**config.mk**
```make
export PLATFORM = sky130hd
export DESIGN_NAME = xif_dispatch
export DESIGN_NICKNAME = d
export VERILOG_FILES = /design/src/rtl/xif_pkg.sv /design/src/rtl/xif_iface_map.sv /design/src/rtl/xif_handle_tbl.sv /design/src/rtl/xif_dispatch.sv
export SDC_FILE = /design/constraint.sdc
export NUM_CORES = 1
export LEC_CHECK = 0
export ABC_AREA = 1
export BUFFER_PORTS_ARGS = -buffer_cell sky130_fd_sc_hd__buf_4
export CORE_MARGIN = 5
export CORE_UTILIZATION = 45
export DETAILED_ROUTE_END_ITERATION = 10
export GPL_TIMING_DRIVEN = 0
export PLACE_DENSITY = 0.73
export SLEW_MARGIN = 0
export SYNTH_ARGS = -nofsm -noshare
export SYNTH_HDL_FRONTEND = slang
export SYNTH_SLANG_ARGS = --single-unit
```
**constraint.sdc**
```tcl
create_clock -name clk -period 5.7 [get_ports clk]
set_input_delay 0.57 -clock clk [delete_from_list [all_inputs] [get_ports clk]]
set_output_delay 0.57 -clock clk [all_outputs]
set_load 0.05 [all_outputs]
```
**src/rtl/xif_pkg.sv**
```systemverilog
package xif_pkg;

  typedef enum logic [1:0] {
    OP_OPEN  = 2'd0,
    OP_CLOSE = 2'd1,
    OP_CTL   = 2'd2
  } xif_op_e;

  typedef enum logic [2:0] {
    RES_OK        = 3'd0,
    RES_NOIF      = 3'd1,
    RES_NOINSN    = 3'd2,
    RES_FULL      = 3'd3,
    RES_CLOSE_ERR = 3'd4
  } xif_res_e;

  // Lowest unused slot among 1..n-1; 0 means none (slot 0 is reserved).
  function automatic int unsigned lowest_free(input logic [63:0] used, input int unsigned n);
    int unsigned r;
    r = 0;
    for (int i = 63; i >= 1; i--) begin
      if (i < n && !used[i]) r = i;
    end
    return r;
  endfunction

endpackage

```
**src/rtl/xif_iface_map.sv**
```systemverilog
module xif_iface_map #(
  parameter int NUM_IF = 3,
  parameter int ID_W   = 20,
  parameter int NCTL   = 8,
  parameter int IFW    = 2,
  parameter logic [NUM_IF*ID_W-1:0] IF_IDS      = '0,
  parameter logic [NUM_IF*NCTL-1:0] IF_FN_MASK  = '0,
  parameter logic [NUM_IF-1:0]      IF_SHUTDOWN = '0
) (
  input  logic [ID_W-1:0] id_q,
  output logic            id_hit,
  output logic [IFW-1:0]  id_idx,
  input  logic [IFW-1:0]  sel,
  output logic [NCTL-1:0] sel_mask,
  output logic            sel_shut
);

  logic [NUM_IF-1:0] hits;

  genvar g;
  generate
    for (g = 0; g < NUM_IF; g++) begin : g_cmp
      assign hits[g] = (IF_IDS[g*ID_W +: ID_W] == id_q);
    end
  endgenerate

  assign id_hit = |hits;

  always_comb begin
    id_idx = '0;
    for (int i = NUM_IF - 1; i >= 0; i--) begin
      if (hits[i]) id_idx = IFW'(i);
    end
  end

  always_comb begin
    sel_mask = '0;
    sel_shut = 1'b0;
    for (int i = 0; i < NUM_IF; i++) begin
      if (sel == IFW'(i)) begin
        sel_mask = IF_FN_MASK[i*NCTL +: NCTL];
        sel_shut = IF_SHUTDOWN[i];
      end
    end
  end

endmodule

```
**src/rtl/xif_handle_tbl.sv**
```systemverilog
module xif_handle_tbl #(
  parameter int NUM_HANDLES = 16,
  parameter int IFW         = 2,
  parameter int ASID_W      = 8,
  parameter int HW          = 4
) (
  input  logic              clk,
  input  logic              rst_n,
  input  logic [HW-1:0]     rd_idx,
  output logic              rd_valid,
  output logic [IFW-1:0]    rd_if,
  output logic [ASID_W-1:0] rd_asid,
  input  logic              alloc_en,
  input  logic [IFW-1:0]    alloc_if,
  input  logic [ASID_W-1:0] alloc_asid,
  output logic [HW-1:0]     alloc_idx,
  output logic              any_free,
  input  logic              free_en,
  input  logic [HW-1:0]     free_idx
);
  import xif_pkg::*;

  logic [NUM_HANDLES-1:0] used;
  logic [IFW-1:0]         ifx  [NUM_HANDLES];
  logic [ASID_W-1:0]      own  [NUM_HANDLES];
  int unsigned            pick;

  assign pick      = lowest_free(64'(used), NUM_HANDLES);
  assign alloc_idx = HW'(pick);
  assign any_free  = (pick != 0);

  assign rd_valid = used[rd_idx];
  assign rd_if    = ifx[rd_idx];
  assign rd_asid  = own[rd_idx];

  always_ff @(posedge clk) begin
    if (!rst_n) begin
      used <= '0;
    end else begin
      if (alloc_en) begin
        used[alloc_idx] <= 1'b1;
        ifx[alloc_idx]  <= alloc_if;
        own[alloc_idx]  <= alloc_asid;
      end
      if (free_en) used[free_idx] <= 1'b0;
    end
  end

  AST_ALLOC_WAS_FREE: assert property (@(posedge clk) disable iff (!rst_n)
    alloc_en |-> (!used[alloc_idx] && alloc_idx != '0));
  AST_SLOT0_UNUSED: assert property (@(posedge clk) disable iff (!rst_n)
    !used[0]);
  AST_FREE_WAS_USED: assert property (@(posedge clk) disable iff (!rst_n)
    free_en |-> used[free_idx]);

endmodule

```
**src/rtl/xif_dispatch.sv**
```systemverilog
module xif_dispatch #(
  parameter int NUM_IF      = 3,
  parameter int ID_W        = 20,
  parameter int NCTL        = 8,
  parameter int NUM_HANDLES = 16,
  parameter int ASID_W      = 8,
  parameter int XLEN        = 32,
  parameter int AUX_W       = 12,
  parameter logic [NUM_IF*ID_W-1:0] IF_IDS      = {20'hFEDCB, 20'h01234, 20'h0ABCD},
  parameter logic [NUM_IF*NCTL-1:0] IF_FN_MASK  = {8'hFF, 8'b1000_0001, 8'b0000_0011},
  parameter logic [NUM_IF-1:0]      IF_SHUTDOWN = 3'b101,
  localparam int HW    = $clog2(NUM_HANDLES),
  localparam int IFW   = (NUM_IF > 1) ? $clog2(NUM_IF) : 1,
  localparam int FNW   = $clog2(NCTL),
  localparam int ARG_W = (ID_W > AUX_W + HW) ? ID_W : AUX_W + HW
) (
  input  logic              clk,
  input  logic              rst_n,
  input  logic              req_valid,
  output logic              req_ready,
  input  logic [1:0]        req_op,
  input  logic [FNW-1:0]    req_fn,
  input  logic [ARG_W-1:0]  req_arg,
  input  logic [ASID_W-1:0] req_asid,
  output logic              dev_valid,
  input  logic              dev_ready,
  output logic              dev_shutdown,
  output logic [IFW-1:0]    dev_if,
  output logic [FNW-1:0]    dev_fn,
  output logic [HW-1:0]     dev_handle,
  output logic [AUX_W-1:0]  dev_aux,
  input  logic              dev_rsp_valid,
  input  logic [XLEN-1:0]   dev_rsp_status,
  output logic              done_valid,
  output logic [2:0]        done_code,
  output logic [XLEN-1:0]   done_value
);
  import xif_pkg::*;

  typedef enum logic [1:0] {ST_IDLE, ST_DREQ, ST_DRSP} st_e;
  st_e state;

  // Named internal events
  logic              accept, is_open, is_close, is_ctl, owned;
  logic              open_miss, open_full, open_ok;
  logic              close_bad, close_fwd, close_now;
  logic              ctl_noif, ctl_noinsn, ctl_fwd, forward;
  logic              rsp_done, tbl_free;
  logic [HW-1:0]     req_handle, free_idx, alloc_idx;
  logic              rd_valid, any_free, id_hit, sel_shut;
  logic [IFW-1:0]    rd_if, id_idx;
  logic [ASID_W-1:0] rd_asid;
  logic [NCTL-1:0]   sel_mask;
  logic [2:0]        imm_code;
  logic [XLEN-1:0]   imm_value;

  assign req_ready  = (state == ST_IDLE);
  assign dev_valid  = (state == ST_DREQ);
  assign accept     = req_valid && req_ready;
  assign req_handle = req_arg[AUX_W +: HW];

  xif_handle_tbl #(.NUM_HANDLES(NUM_HANDLES), .IFW(IFW), .ASID_W(ASID_W), .HW(HW)) u_tbl (
    .clk(clk), .rst_n(rst_n),
    .rd_idx(req_handle), .rd_valid(rd_valid), .rd_if(rd_if), .rd_asid(rd_asid),
    .alloc_en(accept && open_ok), .alloc_if(id_idx), .alloc_asid(req_asid),
    .alloc_idx(alloc_idx), .any_free(any_free),
    .free_en(tbl_free), .free_idx(free_idx)
  );

  xif_iface_map #(.NUM_IF(NUM_IF), .ID_W(ID_W), .NCTL(NCTL), .IFW(IFW),
                  .IF_IDS(IF_IDS), .IF_FN_MASK(IF_FN_MASK), .IF_SHUTDOWN(IF_SHUTDOWN)) u_map (
    .id_q(req_arg[ID_W-1:0]), .id_hit(id_hit), .id_idx(id_idx),
    .sel(rd_if), .sel_mask(sel_mask), .sel_shut(sel_shut)
  );

  // Request classification
  assign is_open  = (req_op == OP_OPEN);
  assign is_close = (req_op == OP_CLOSE);
  assign is_ctl   = (req_op == OP_CTL);
  assign owned    = rd_valid && (rd_asid == req_asid);

  assign open_miss  = is_open && !id_hit;
  assign open_full  = is_open && id_hit && !any_free;
  assign open_ok    = is_open && id_hit && any_free;
  assign close_bad  = is_close && !owned;
  assign close_fwd  = is_close && owned && sel_shut;
  assign close_now  = is_close && owned && !sel_shut;
  assign ctl_noif   = is_ctl && !owned;
  assign ctl_noinsn = is_ctl && owned && !sel_mask[req_fn];
  assign ctl_fwd    = is_ctl && owned && sel_mask[req_fn];
  assign forward    = close_fwd || ctl_fwd;

  assign rsp_done = (state == ST_DRSP) && dev_rsp_valid;
  assign tbl_free = (accept && close_now) ||
                    (rsp_done && dev_shutdown && dev_rsp_status == '0);
  assign free_idx = accept ? req_handle : dev_handle;

  always_comb begin
    imm_code  = RES_OK;
    imm_value = '0;
    if (open_miss || ctl_noif)  imm_code = RES_NOIF;
    else if (open_full)         imm_code = RES_FULL;
    else if (ctl_noinsn)        imm_code = RES_NOINSN;
    else if (close_bad) begin
      imm_code  = RES_CLOSE_ERR;
      imm_value = '1;
    end else if (open_ok)       imm_value = XLEN'(alloc_idx);
  end

  always_ff @(posedge clk) begin
    if (!rst_n) begin
      state        <= ST_IDLE;
      done_valid   <= 1'b0;
      done_code    <= '0;
      done_value   <= '0;
      dev_shutdown <= 1'b0;
      dev_if       <= '0;
      dev_fn       <= '0;
      dev_handle   <= '0;
      dev_aux      <= '0;
    end else begin
      done_valid <= 1'b0;
      case (state)
        ST_IDLE: if (accept) begin
          if (forward) begin
            state        <= ST_DREQ;
            dev_shutdown <= is_close;
            dev_if       <= rd_if;
            dev_fn       <= req_fn;
            dev_handle   <= req_handle;
            dev_aux      <= req_arg[AUX_W-1:0];
          end else begin
            done_valid <= 1'b1;
            done_code  <= imm_code;
            done_value <= imm_value;
          end
        end
        ST_DREQ: if (dev_ready) state <= ST_DRSP;
        ST_DRSP: if (dev_rsp_valid) begin
          state      <= ST_IDLE;
          done_valid <= 1'b1;
          done_value <= dev_rsp_status;
          done_code  <= (dev_shutdown && dev_rsp_status != '0) ? RES_CLOSE_ERR : RES_OK;
        end
        default: state <= ST_IDLE;
      endcase
    end
  end

  AST_DEV_HOLD: assert property (@(posedge clk) disable iff (!rst_n)
    (dev_valid && !dev_ready) |=> (dev_valid && $stable(dev_handle) && $stable(dev_fn) && $stable(dev_aux)));
  AST_BUSY_WHILE_DEV: assert property (@(posedge clk) disable iff (!rst_n)
    dev_valid |-> !req_ready);
  AST_NOINSN_NO_DEV: assert property (@(posedge clk) disable iff (!rst_n)
    (accept && ctl_noinsn) |=> (!dev_valid && done_valid && done_code == RES_NOINSN));
  AST_NOIF_NO_DEV: assert property (@(posedge clk) disable iff (!rst_n)
    (accept && ctl_noif) |=> (!dev_valid && done_code == RES_NOIF));
  AST_FULL_REPORTED: assert property (@(posedge clk) disable iff (!rst_n)
    (accept && open_full) |=> (done_valid && done_code == RES_FULL));
  AST_FREE_REPORTS_OK: assert property (@(posedge clk) disable iff (!rst_n)
    tbl_free |=> (done_valid && done_code == RES_OK && done_value == '0));

endmodule

```
==> metrics.md <==
| Metric | Value |
|---|---|
| Period minus WS final | `roughly 4.3 ns` |
| Synthesized area per cell | `8.05 um^2` |
| Count of warnings emitted by yosys | `0` |
| R2R Path End | `u_tbl.own[1][5]` |
| CTS Buf Count | `27` |
| Final Slew Violations | `0` |
| Maximum number of pins on one net before global-route repair | `19` |
| Fraction of the cycle the final worst path needs | `0.752` |
| Number of port buffers | `127` |
| Post-layout instance count excluding filler cells | `between 1.5k and 2k` |
| Buf/Inv on CP | `8` |
| # hold bufs at CTS | `0` |
| Total design power | `4.03 mW` |
| # DRC | `0` |
| Setup violators final | `0` |
| Peak per-stage delay on the critical path | `between 0.4 and 0.5 ns` |
| Maximum operating frequency | `0.233 GHz` |
| Commonest cells after routing, fill and taps aside | `nand2_1, inv_1, edfxtp_1` |
| Buffer depth of the longest clock path | `3` |
| Worst clock skew | `roughly 0.014 ns` |
| Start of the worst register-to-register path | `u_tbl.used[11]` |
| Status | `finished, final reports clean` |
| Post-CTS setup buffer count | `0` |
| Core area | `25200 um^2` |
| Crit-path slowest cell | `a21boi_0` |
| Final routed wirelength across all metal layers | `33600 um` |
| Total via count after detailed routing | `10.2k` |
| Required time at the endpoint of the critical path | `6.13 ns` |
| Fraction of synthesized area in multiplexers | `0` |
| Resized cells post-CTS | `0` |
| Clock Root Buffer | `clkbuf_16` |
| Insertion delay of the later-clocked pin in the worst-skew pair | `~0.54 ns` |
| Clock-pin transition on the worst setup and hold timing paths | `0.06 ns` |
| HPWL after detailed placement | `between 20000 and 25000 um` |
| Flop pwr share | `0.461` |
| Worst rel slew slack | `0.153` |
| Hold path endpoint | `state[0]` |
| First-pass GRT wire length | `~52000 um` |
| CP Cell Sequence | `buf_4 > buf_6 > buf_2 > clkbuf_1 > clkbuf_1 > o21ai_0 > o221ai_1 > a31oi_1 > inv_1 > ha_1 > nor2_1 > inv_1 > a21oi_1 > or2_2 > a21boi_0 > nand4_1 > nand2_2 > nand2_4 > nand2_4 > buf_2 > nand2_1 > nand2_1 > nor2_1` |
| Number of sinks driven by the clock tree | `236` |
| Share of layout cells above drive strength 1 | `0.146` |
| Vertical die dimension | `between 150 and 200 um` |
| MaxCap Viol Count | `0` |
| Class of the tightest hold or removal check | `input port to flip-flop` |
| Arrival time of the worst setup path | `between 4 and 5 ns` |
| H-tree depth reported by CTS | `1` |
| Total routing usage reported by global routing | `0.227` |
| R2R setup slack | `~1.9 ns` |
| Top fanout value on the critical path | `10` |
| Final routed wire length divided by cell count | `approximately 17 um` |
| Main combinational cell family by area after synthesis | `simple AND/OR/NAND/NOR gates` |
| Overall die area | `between 20000 and 30000 um^2` |
| Worst reg-to-reg path cell count | `12` |
| GPL Wtd Cong | `0.948` |
| Worst hold slack | `0.301 ns` |
| Combinational share of power | `0.104` |
| Post-synthesis adder-cell area fraction | `0.00326` |
| CTS tree | `yes` |
| Initial antenna violation count | `0` |
| Family with the most delay on the worst path | `buffers and inverters` |
| Number of DRC markers in iteration 0 | `1097` |
| Setup TNS | `0 ns` |
| Initial Utilization | `0.458` |
| Vias per inst | `approximately 5.2` |
| Syn Std Cell Area | `11500 um^2` |
| DP Area | `13100 um^2` |
| Synth Area in Simple Gates | `0.296` |
| Type of destination of the critical path | `flip-flop` |
| NetSw | `988 uW` |
| Sequential fraction of the synthesis area | `0.549` |
| Cell area power density | `just under 300 nW/um^2` |
| Top-level I/O count | `130` |
| Detailed-routing iteration count for the pre-antenna-repair pass | `6` |
| Layout overhead on the synthesized area | `21.2%` |
| Most common cell after layout, fill and taps aside | `nand2_1` |
| Slew of the pin with the lowest slew margin | `1.27 ns` |
| Share of total power consumed by net switching | `0.245` |
| Overall die width | `170 um` |
| Count of placed standard cells including taps | `1908` |
| Global route total overflow | `0` |
| Complex-gate fraction of the synthesized area | `0.0511` |
| Post-detailed-route count of antenna-violating nets | `0` |
| Leakage Power | `around 6.2 nW` |
| Clock share of power | `0.435` |
| Hold path depth | `4` |
| Fin. Hold Viols | `0` |
| Kind of start point of the critical path | `input port` |
| Syn Inst Count | `1433` |
| Cell Int Power | `3.04 mW` |
| Net total in the final layout | `between 1.5k and 2k` |
| # diodes | `0` |
| Unique cell type count in the Yosys netlist | `37` |
| IR drop worst, VDD | `0.165 mV` |
| Final Cell Area | `14000 um^2` |
| Row count | `58` |
| Synthesized-area fraction occupied by xor and xnor cells | `0` |
| Worst hold start | `dev_ready` |
| Setup repair after global routing missed its margin | `no` |
| Synth Register Bits | `236` |
| Via count of the first global-routing pass | `9870` |
| Startpoint-to-endpoint class of the critical path | `input port to flip-flop` |
-- final cells by class --
cell class | count | area, um^2
inverters | 203 | 762
multi-input cells | 937 | 4130
repair buffers | 136 | 1050
flip-flops and latches | 236 | 6330
clock inverters | 13 | 143
well taps | 330 | 413
fillers | 2269 | 11200
clock buffers | 37 | 754
plain buffers | 66 | 394
-- worst max path at each step --
stage / start / slack, ns / to / cells after the start
floorplan: req_arg[12] / 2.04 / done_value[29] / 22
global placement: req_arg[13] / 0.89 / u_tbl.own[10][7] / 13
detailed placement: req_arg[12] / 0.89 / done_value[28] / 23
CTS: req_arg[12] / 1.43 / done_value[28] / 23
global route: req_arg[12] / 0.96 / done_value[21] / 23
finish: req_arg[12] / 1.41 / done_value[24] / 23
-- kinds of logic (layout without fill, tap and decap cells) --
family,count (synthesis),count (layout)
other,1,10
AOI/OAI and AO/OA,108,108
buffers and inverters,269,455
DFF,236,236
and+or+nand+nor,816,816
adders and majority gates,3,3
-- Yosys cell counts, drive strengths merged --
cell type / count / area, um^2
conb: 1 / 3.75
buf: 46 / 319
o21ai: 46 / 230
o211ai: 1 / 7.51
nor3b: 1 / 7.51
inv: 201 / 754
clkbuf: 20 / 75.1
nor4: 15 / 93.8
o221ai: 4 / 35.0
dfxtp: 76 / 1520
or2: 1 / 6.26
nand2: 449 / 1700
a21boi: 1 / 7.51
a22o: 2 / 17.5
nor3: 15 / 86.3
a31oi: 2 / 12.5
a41oi: 1 / 8.76
nand3: 150 / 751
a21oi: 43 / 215
nand4: 27 / 169
nand3b: 1 / 7.51
nor2: 157 / 594
o22ai: 4 / 25.0
o21a: 2 / 15.0
ha: 3 / 37.5
o21bai: 2 / 15.0
clkinv: 2 / 7.51
edfxtp: 160 / 4800
-- power groups by stage --
stage / clock, mW / combinational [mW] / sequential [mW]
after detailed placement: 0 / 0.415 / 1.89
after global routing: 1.85 / 0.459 / 1.86
after global placement: 0 / 0.408 / 1.89
after floorplan: 0 / 0.196 / 1.95
final: 1.75 / 0.419 / 1.85
after CTS: 1.77 / 0.417 / 1.85
-- stage by stage --
| stage | util | setup WS (ns) |
|---|---|---|
| after global routing | 0.555 | 0.957 |
| after CTS | 0.555 | 1.43 |
| after global placement | 0.514 | 0.887 |
| after floorplan | - | 2.04 |
| after detailed placement | 0.519 | 0.886 |
| final | 0.555 | 1.41 |
-- worst register-to-register path, cell delays in order, from the launching register on --
cell	delay (ns)
dfxtp_1	0.38
inv_1	0.07
nor4_1	0.42
inv_1	0.07
o21ai_0	0.22
nand2_1	0.14
nand2_1	0.09
inv_1	0.08
nand4_1	0.18
nand2_1	0.08
nor2_1	0.44
nand3_1	0.23
nor2_1	1.00
-- layer usage --
layer  wire length [um]  part of all wire  track usage
met4                976             0.029       0.0719
met5                  0                 0            0
met1              14200              0.42        0.307
met3               2480             0.074       0.0281
met2              16000              0.48        0.384
-- state kept, by name (all words and copies together), names as in the netlist --
signal / count
u_tbl.ifx: 32
done_value: 32
done_valid: 1
done_code: 3
dev_shutdown: 1
dev_handle: 4
dev_aux: 12
u_tbl.own: 128
state: 2
dev_fn: 3
dev_if: 2
u_tbl.used: 16
(Power assumes the default switching activity.)
